**config.mk**
```make
export PLATFORM = sky130hd
export DESIGN_NAME = dimm_half_resolver
export DESIGN_NICKNAME = d
export VERILOG_FILES = /design/src/rtl/dhr_pkg.sv /design/src/rtl/dhr_half_pick.sv /design/src/rtl/dhr_sym_pick.sv /design/src/rtl/dimm_half_resolver.sv
export SDC_FILE = /design/constraint.sdc
export NUM_CORES = 1
export LEC_CHECK = 0
export ABC_AREA = 1
export BUFFER_PORTS_ARGS = -buffer_cell sky130_fd_sc_hd__clkbuf_2
export CAP_MARGIN = 20
export CORE_AREA = 2 2 39 41
export CTS_BUF_LIST = sky130_fd_sc_hd__clkbuf_2 sky130_fd_sc_hd__clkbuf_4 sky130_fd_sc_hd__clkbuf_8
export CTS_CLUSTER_SIZE = 10
export DETAILED_ROUTE_END_ITERATION = 10
export DIE_AREA = 0 0 41 43
export PLACE_DENSITY = 0.54
export SLEW_MARGIN = 20
export SYNTH_ARGS = -nofsm -noshare
export SYNTH_HDL_FRONTEND = slang
export SYNTH_SLANG_ARGS = --single-unit
export TNS_END_PERCENT = 100
```
**constraint.sdc**
```tcl
create_clock -name clk -period 1.16 [get_ports clk]
set_input_delay 0.232 -clock clk [delete_from_list [all_inputs] [get_ports clk]]
set_output_delay 0.232 -clock clk [all_outputs]
set_load 0.02 [all_outputs]
```
**src/rtl/dhr_pkg.sv**
```systemverilog
package dhr_pkg;
   typedef enum logic [1:0] {
      DHR_OK      = 2'd0,
      DHR_NO_DIMM = 2'd1,
      DHR_LOW_RES = 2'd2,
      DHR_BAD_SYM = 2'd3
   } dhr_err_e;

   localparam logic [1:0] MASK_NONE = 2'b00;
   localparam logic [1:0] MASK_LOW  = 2'b01;
   localparam logic [1:0] MASK_UP   = 2'b10;
   localparam logic [1:0] MASK_BOTH = 2'b11;
endpackage

```
**src/rtl/dhr_half_pick.sv**
```systemverilog
module dhr_half_pick
   import dhr_pkg::*;
#(
   parameter int IDX_W   = 6,
   parameter int RES_LSB = 3
) (
   input  logic             addr_b3,
   input  logic [IDX_W-1:0] low_valid_idx,
   output logic [1:0]       mask,
   output dhr_err_e         err
);
   if (RES_LSB >= (1 << IDX_W)) begin : g_bad_res
      $error("RES_LSB does not fit in IDX_W");
   end

   localparam logic [IDX_W-1:0] RES_LIM = IDX_W'(RES_LSB);

   always_comb begin
      if (low_valid_idx <= RES_LIM) begin
         mask = addr_b3 ? MASK_UP : MASK_LOW;
         err  = DHR_OK;
      end else begin
         mask = MASK_NONE;
         err  = DHR_LOW_RES;
      end
   end
endmodule

```
**src/rtl/dhr_sym_pick.sv**
```systemverilog
module dhr_sym_pick
   import dhr_pkg::*;
#(
   parameter int HI_W      = 8,
   parameter int DATA_TOP  = 63,
   parameter int CHECK_TOP = 7
) (
   input  logic            correctable,
   input  logic            sym_ok,
   input  logic            sym_is_data,
   input  logic [HI_W-1:0] sym_hi_bit,
   output logic [1:0]      mask,
   output dhr_err_e        err
);
   if (DATA_TOP >= (1 << HI_W) || CHECK_TOP >= (1 << HI_W)) begin : g_bad_top
      $error("half limits do not fit in HI_W");
   end

   localparam logic [HI_W-1:0] DATA_LIM  = HI_W'(DATA_TOP);
   localparam logic [HI_W-1:0] CHECK_LIM = HI_W'(CHECK_TOP);

   logic in_low;
   assign in_low = sym_is_data ? (sym_hi_bit <= DATA_LIM) : (sym_hi_bit <= CHECK_LIM);

   always_comb begin
      if (!correctable) begin
         mask = MASK_BOTH;
         err  = DHR_OK;
      end else if (!sym_ok) begin
         mask = MASK_NONE;
         err  = DHR_BAD_SYM;
      end else begin
         mask = in_low ? MASK_LOW : MASK_UP;
         err  = DHR_OK;
      end
   end
endmodule

```
**src/rtl/dimm_half_resolver.sv**
```systemverilog
module dimm_half_resolver
   import dhr_pkg::*;
#(
   parameter int IDX_W     = 6,
   parameter int HI_W      = 8,
   parameter int RES_LSB   = 3,
   parameter int DATA_TOP  = 63,
   parameter int CHECK_TOP = 7,
   parameter bit OUT_REG   = 1'b1
) (
   input  logic             clk,
   input  logic             rst_n,
   input  logic             req_valid,
   input  logic [1:0]       dimm_cnt,
   input  logic             ecc_sym,
   input  logic             addr_b3,
   input  logic [IDX_W-1:0] low_valid_idx,
   input  logic             correctable,
   input  logic             sym_ok,
   input  logic             sym_is_data,
   input  logic [HI_W-1:0]  sym_hi_bit,
   output logic             res_valid,
   output logic [1:0]       dimm_mask,
   output logic [1:0]       err_code
);
   logic [1:0] half_mask, sym_mask, nxt_mask;
   dhr_err_e   half_err, sym_err, nxt_err;

   dhr_half_pick #(.IDX_W(IDX_W), .RES_LSB(RES_LSB)) u_half (
      .addr_b3       (addr_b3),
      .low_valid_idx (low_valid_idx),
      .mask          (half_mask),
      .err           (half_err)
   );

   dhr_sym_pick #(.HI_W(HI_W), .DATA_TOP(DATA_TOP), .CHECK_TOP(CHECK_TOP)) u_sym (
      .correctable (correctable),
      .sym_ok      (sym_ok),
      .sym_is_data (sym_is_data),
      .sym_hi_bit  (sym_hi_bit),
      .mask        (sym_mask),
      .err         (sym_err)
   );

   // count decides first, then the ECC organisation
   always_comb begin
      if (!req_valid) begin
         nxt_mask = MASK_NONE;
         nxt_err  = DHR_OK;
      end else if (dimm_cnt == 2'd0) begin
         nxt_mask = MASK_NONE;
         nxt_err  = DHR_NO_DIMM;
      end else if (dimm_cnt == 2'd1) begin
         nxt_mask = MASK_LOW;
         nxt_err  = DHR_OK;
      end else if (ecc_sym) begin
         nxt_mask = sym_mask;
         nxt_err  = sym_err;
      end else begin
         nxt_mask = half_mask;
         nxt_err  = half_err;
      end
   end

   if (OUT_REG) begin : g_reg
      always_ff @(posedge clk or negedge rst_n) begin
         if (!rst_n) begin
            res_valid <= 1'b0;
            dimm_mask <= MASK_NONE;
            err_code  <= 2'd0;
         end else begin
            res_valid <= req_valid;
            dimm_mask <= nxt_mask;
            err_code  <= nxt_err;
         end
      end

      p_strobe_r8: assert property (@(posedge clk) disable iff (!rst_n)
         req_valid |=> res_valid);
      p_idle_r8: assert property (@(posedge clk) disable iff (!rst_n)
         !req_valid |=> (!res_valid && dimm_mask == 2'b00 && err_code == 2'd0));
      p_no_dimm_r1: assert property (@(posedge clk) disable iff (!rst_n)
         (req_valid && dimm_cnt == 2'd0) |=> (err_code == 2'd1 && dimm_mask == 2'b00));
      p_single_low_r2: assert property (@(posedge clk) disable iff (!rst_n)
         (req_valid && dimm_cnt == 2'd1) |=> (dimm_mask == 2'b01 && err_code == 2'd0));
      p_half_onehot_r3: assert property (@(posedge clk) disable iff (!rst_n)
         (req_valid && dimm_cnt[1] && !ecc_sym && low_valid_idx <= IDX_W'(RES_LSB))
         |=> ($onehot0(dimm_mask) && dimm_mask[1] == $past(addr_b3) && dimm_mask != 2'b00));
      p_uncorr_both_r6: assert property (@(posedge clk) disable iff (!rst_n)
         (req_valid && dimm_cnt[1] && ecc_sym && !correctable) |=> (dimm_mask == 2'b11));
   end else begin : g_comb
      assign res_valid = req_valid;
      assign dimm_mask = nxt_mask;
      assign err_code  = nxt_err;
   end

   p_err_mask_zero_r9: assert property (@(posedge clk) disable iff (!rst_n)
      (err_code != 2'd0) |-> (dimm_mask == 2'b00));
endmodule

```
# After elaboration in Yosys (flattened, before gate mapping)
# Index checks and enable logic that the tools add are counted.
# W data, S select, Z words.
[word_totals]
regBits = 5
output_inout_bits = 5
wordCells = 25
[op_classes]
n_lt_le_gt_ge = 3
eq_ne = 1
n_mux = 17
n_reduce_logical = 1
[op_table]
columns = ["op", "count"]
rows = [
  ["$mux W2", 16],
  ["$le A8 B3 Y1 const B", 1],
  ["$le A8 B6 Y1 const B", 1],
  ["$le A6 B2 Y1 const B", 1],
  ["$eq A2 B1 Y1 const B", 1],
  ["$logic_not A2 Y1", 1],
  ["$mux W1", 1],
]

# Logic depth before layout (Yosys ltp)
[logic_depth]
depth_word = 9
depth_mapped = 9
ltp_nobuf = 9

# Hierarchy
# Synthesis repeated with hierarchy kept, for this count alone.
[unflattened]
cells_unflattened = 48
area_unflattened_um2 = 324.1
[modules_own_cells]
columns = ["mod", "instances", "cells_each", "area_each_um2", "seq_area_each_um2"]
rows = [
  ["dimm_half_resolver", 1, 26, 225.2, 125.1],
  ["dhr_sym_pick", 1, 14, 65.1, 0.0],
  ["dhr_half_pick", 1, 8, 33.8, 0.0],
]

# Least setup slack after synthesis
# OpenSTA, ideal clock, no wires.
[synth_timing]
path_kind = "input to register"
start = "input sym_hi_bit[5]"
end = "register dimm_mask[0]"
arrival_ps = 675
setup_slack_ps = 420
cell_stages = 9
cell_sequence = "nor2_1 nand2_1 nand2_1 nand2_1 nand2_1 nand2_1 nand2_1 nand2_1 nand2_1"
[synth_between]
elab_chain_len = 9
[synth_lines]
columns = ["item", "line_no", "rtl"]
rows = [
  ["start, declared", "dimm_half_resolver.sv:21", "input logic [HI_W-1:0] sym_hi_bit,"],
  ["$le A8 B3 Y1 / $le A8 B6 Y1 (equally long branches)", "dhr_sym_pick.sv:23", "assign in_low = sym_is_data ? (sym_hi_bit <= DATA_LIM) : (sym_hi_bit <= CHECK_LIM);"],
  ["$mux W1 (*)", "dhr_sym_pick.sv:23", ""],
  ["$mux W2 (*)", "dhr_sym_pick.sv:33", "mask = in_low ? MASK_LOW : MASK_UP;"],
  ["$mux W2 (*)", "dhr_sym_pick.sv:29", "end else if (!sym_ok) begin"],
  ["$mux W2 (*)", "dhr_sym_pick.sv:26", "if (!correctable) begin"],
  ["$mux W2 (*)", "dimm_half_resolver.sv:56", "end else if (ecc_sym) begin"],
  ["$mux W2 (*)", "dimm_half_resolver.sv:53", "end else if (dimm_cnt == 2'd1) begin"],
  ["$mux W2 (*)", "dimm_half_resolver.sv:50", "end else if (dimm_cnt == 2'd0) begin"],
  ["$mux W2 (*)", "dimm_half_resolver.sv:47", "if (!req_valid) begin"],
  ["net nxt_mask[0]", "dimm_half_resolver.sv:26", "logic [1:0] half_mask, sym_mask, nxt_mask;"],
  ["end signal, assigned", "dimm_half_resolver.sv:73", "dimm_mask <= nxt_mask;"],
  ["end, declared", "dimm_half_resolver.sv:23", "output logic [1:0] dimm_mask,"],
]
# Mark *: on every way through the listed nets, which the timed path passes. The rest lies on a longest branch.

# Final worst setup path
[layout_timing]
start = "register res_valid"
end = "output res_valid"
[layout_lines]
columns = ["item", "line_no", "rtl"]
rows = [
  ["start, declared", "dimm_half_resolver.sv:22", "output logic res_valid,"],
  ["start signal, assigned", "dimm_half_resolver.sv:72", "res_valid <= req_valid;"],
]
# No word-level cell between the ends.

==> results by group <==
Cells and area
  • Layout cells sized above 1: 0.455
  • N_diodes: 0
  • Nets: 91
  • Number of fill cells: 164
  • Most common cell after layout, fill and taps aside: clkbuf_2
  • Area Growth Syn to Fin: 65.7%
  • Final instance area: 442 um2
  • Final design utilization: 0.319
  • Most frequent cells in the layout: 23 x clkbuf_2, 14 x nand2_1, 5 x nor2_1, 5 x inv_1, 5 x dfrtp_1

Power and ir drop
  • VDD IR max: 0.000278 V
  • Leakage: 0.000272 uW
  • PwrDens: 1110 nW/um2
  • Power, Total: 492 uW

Placement
  • Gpl congestion: 0.658
  • Placement Setup Slack: 0.270 ns
  • Input/output buffers: 23
  • Cell Area, Placed: 402 um2
  • Final HPWL DP: 475 um

Drt
  • DRT iter0 DRCs: 0
  • Via count: 314
  • Routed Antenna Nets: 0
  • Post-Route WL: 526 um
  • First-pass DRT Iterations: 1
  • Vias per inst: 3.83
  • Residual DRC: 0
  • Avg WL per Cell: 6.41 um

STA
  • Fmax: 1040 MHz
  • Min cycle time layout: 0.965 ns
  • Slack of the critical path: 0.195 ns
  • RSZ-0062 raised after global routing: no
  • Setup Viol. Count Final: 0
  • Fin crit share: 0.832
  • Final Hold Vio Count: 0
  • Worst-Margin Slew: 0.162 ns
  • Slew HR: 0.891
  • Sum of negative setup slack: 0 ns
  • Pins over their slew limit: 0

Setup path
  • Critical Path Fanout Max: 1
  • CP endpoint kind: output pin
  • Cells along the critical path: clkbuf_2
  • CP arrival: 0.73 ns
  • Delay of the slowest critical-path stage: 0.35 ns
  • CP delay by family, top: flip-flops
  • Crit path kind: flop to output pin
  • Startpoint class of the critical path: flop
  • Slowest cell on the critical path: dfrtp_1
  • Bufs and invs on worst path: 1
  • Crit path required time: 0.93 ns

Floorplan
  • Core ar.: 1380 um2
  • Die Ht: 43 um
  • Starting Density: 0.193
  • Ports: 29
  • Num rows: 14
  • Die width: 41 um
  • Die area: 1760 um2

CTS
  • H-tree levels: 1
  • CTS Buf Count: 3
  • CTS tree: built
  • Clk root buf: clkbuf_4
  • Number of buffers on the longest clock path: 2
  • Post-CTS setup buffers: 0
  • Clock Pin Slew Worst Setup and Hold Paths: 0.04 ns
  • TritonCTS Sinks: 5

Global routing
  • Vias in the first global route: 301
  • First-pass GRT wire length: 945 um
  • Gr ovfl total: 0
  • Total global routing track utilization: 0.0876
  • Initial antenna violation count: 0
  • Largest net degree at the start of global routing: 6

Worst hold path
  • Worst hold path type: primary input to flop

Synth
  • Post-Syn Instances: 38
  • Ys Warns: 0
  • FF+latch count, synth: 5
  • Yosys cell types: 11
  • Sequential fraction of the synthesis area: 0.469
  • Cell Area, Synth: 267 um2
  • Post-synthesis net count: 62
  • Syn_area_per_cell: 7.01 um2

Run status
  • Status: completed

Flow run
  • Max-cap violation count: 0
routing by layer:
layer  GRT usage  up-vias  routed length, um  share of wire
met3      0.0209        2                 66           0.13
met4       0.140        0                 14          0.027
met2       0.119       16                257           0.49
met1      0.0779      126                186           0.35
met5           0        -                  0              0
li1            -      170                  -              -
cell type report:
class | count | area [um2] | share of cell area
multi-input cells | 27 | 119 | 0.269
clock buffers | 4 | 30.0 | 0.0680
repair buffers | 24 | 125 | 0.283
inverters | 6 | 22.5 | 0.0510
well taps | 16 | 20.0 | 0.0453
flip-flops and latches | 5 | 125 | 0.283
kinds of logic after synthesis:
| family | synth area share |
|---|---|
| and+or+nand+nor | 0.347 |
| AOI/OAI and AO/OA | 0.0986 |
| DFF | 0.469 |
| buffers and inverters | 0.0845 |
flip-flops by register name (all words and copies together) (netlist names):
signal     flops
res_valid      1
dimm_mask      2
err_code       2
cell usage after synthesis:
library cell | count | area, um2
nor2_1 | 5 | 18.8
a21oi_1 | 2 | 10.0
nand3_1 | 2 | 10.0
nor2_2 | 1 | 6.26
inv_2 | 1 | 3.75
dfrtp_1 | 5 | 125
nor3_1 | 1 | 5.00
a21boi_2 | 1 | 11.3
inv_1 | 5 | 18.8
o21ai_0 | 1 | 5.00
nand2_1 | 14 | 52.6
what timing repair did:
| item | in CTS | in global routing |
|---|---|---|
| gates resized for setup | 0 | 0 |
| hold buffers | 1 | 0 |
| hold endpoints to repair | 5 | 0 |
final timing paths:
kind,end,startpoint,cells past startpoint
setup / recovery,res_valid,res_valid,1
min in group asynchronous,err_code[0],rst_n,2
hold / removal,res_valid,req_valid,1
max in group asynchronous,err_code[1],rst_n,2
metrics by stage:
step	hold WS [ns]	instances
after global routing	0.147	82
after detailed placement	0.0485	77
after global placement	0.0476	77
after CTS	0.139	82
final	0.149	82
after floorplan	-0.0636	38
report_power, final:
part,internal (uW),switching [uW]
Sequential,184,1.93
Combinational,42.4,47.1
Clock,153,63.3
Total,379,112
Power figures use the tool's default switching activity.
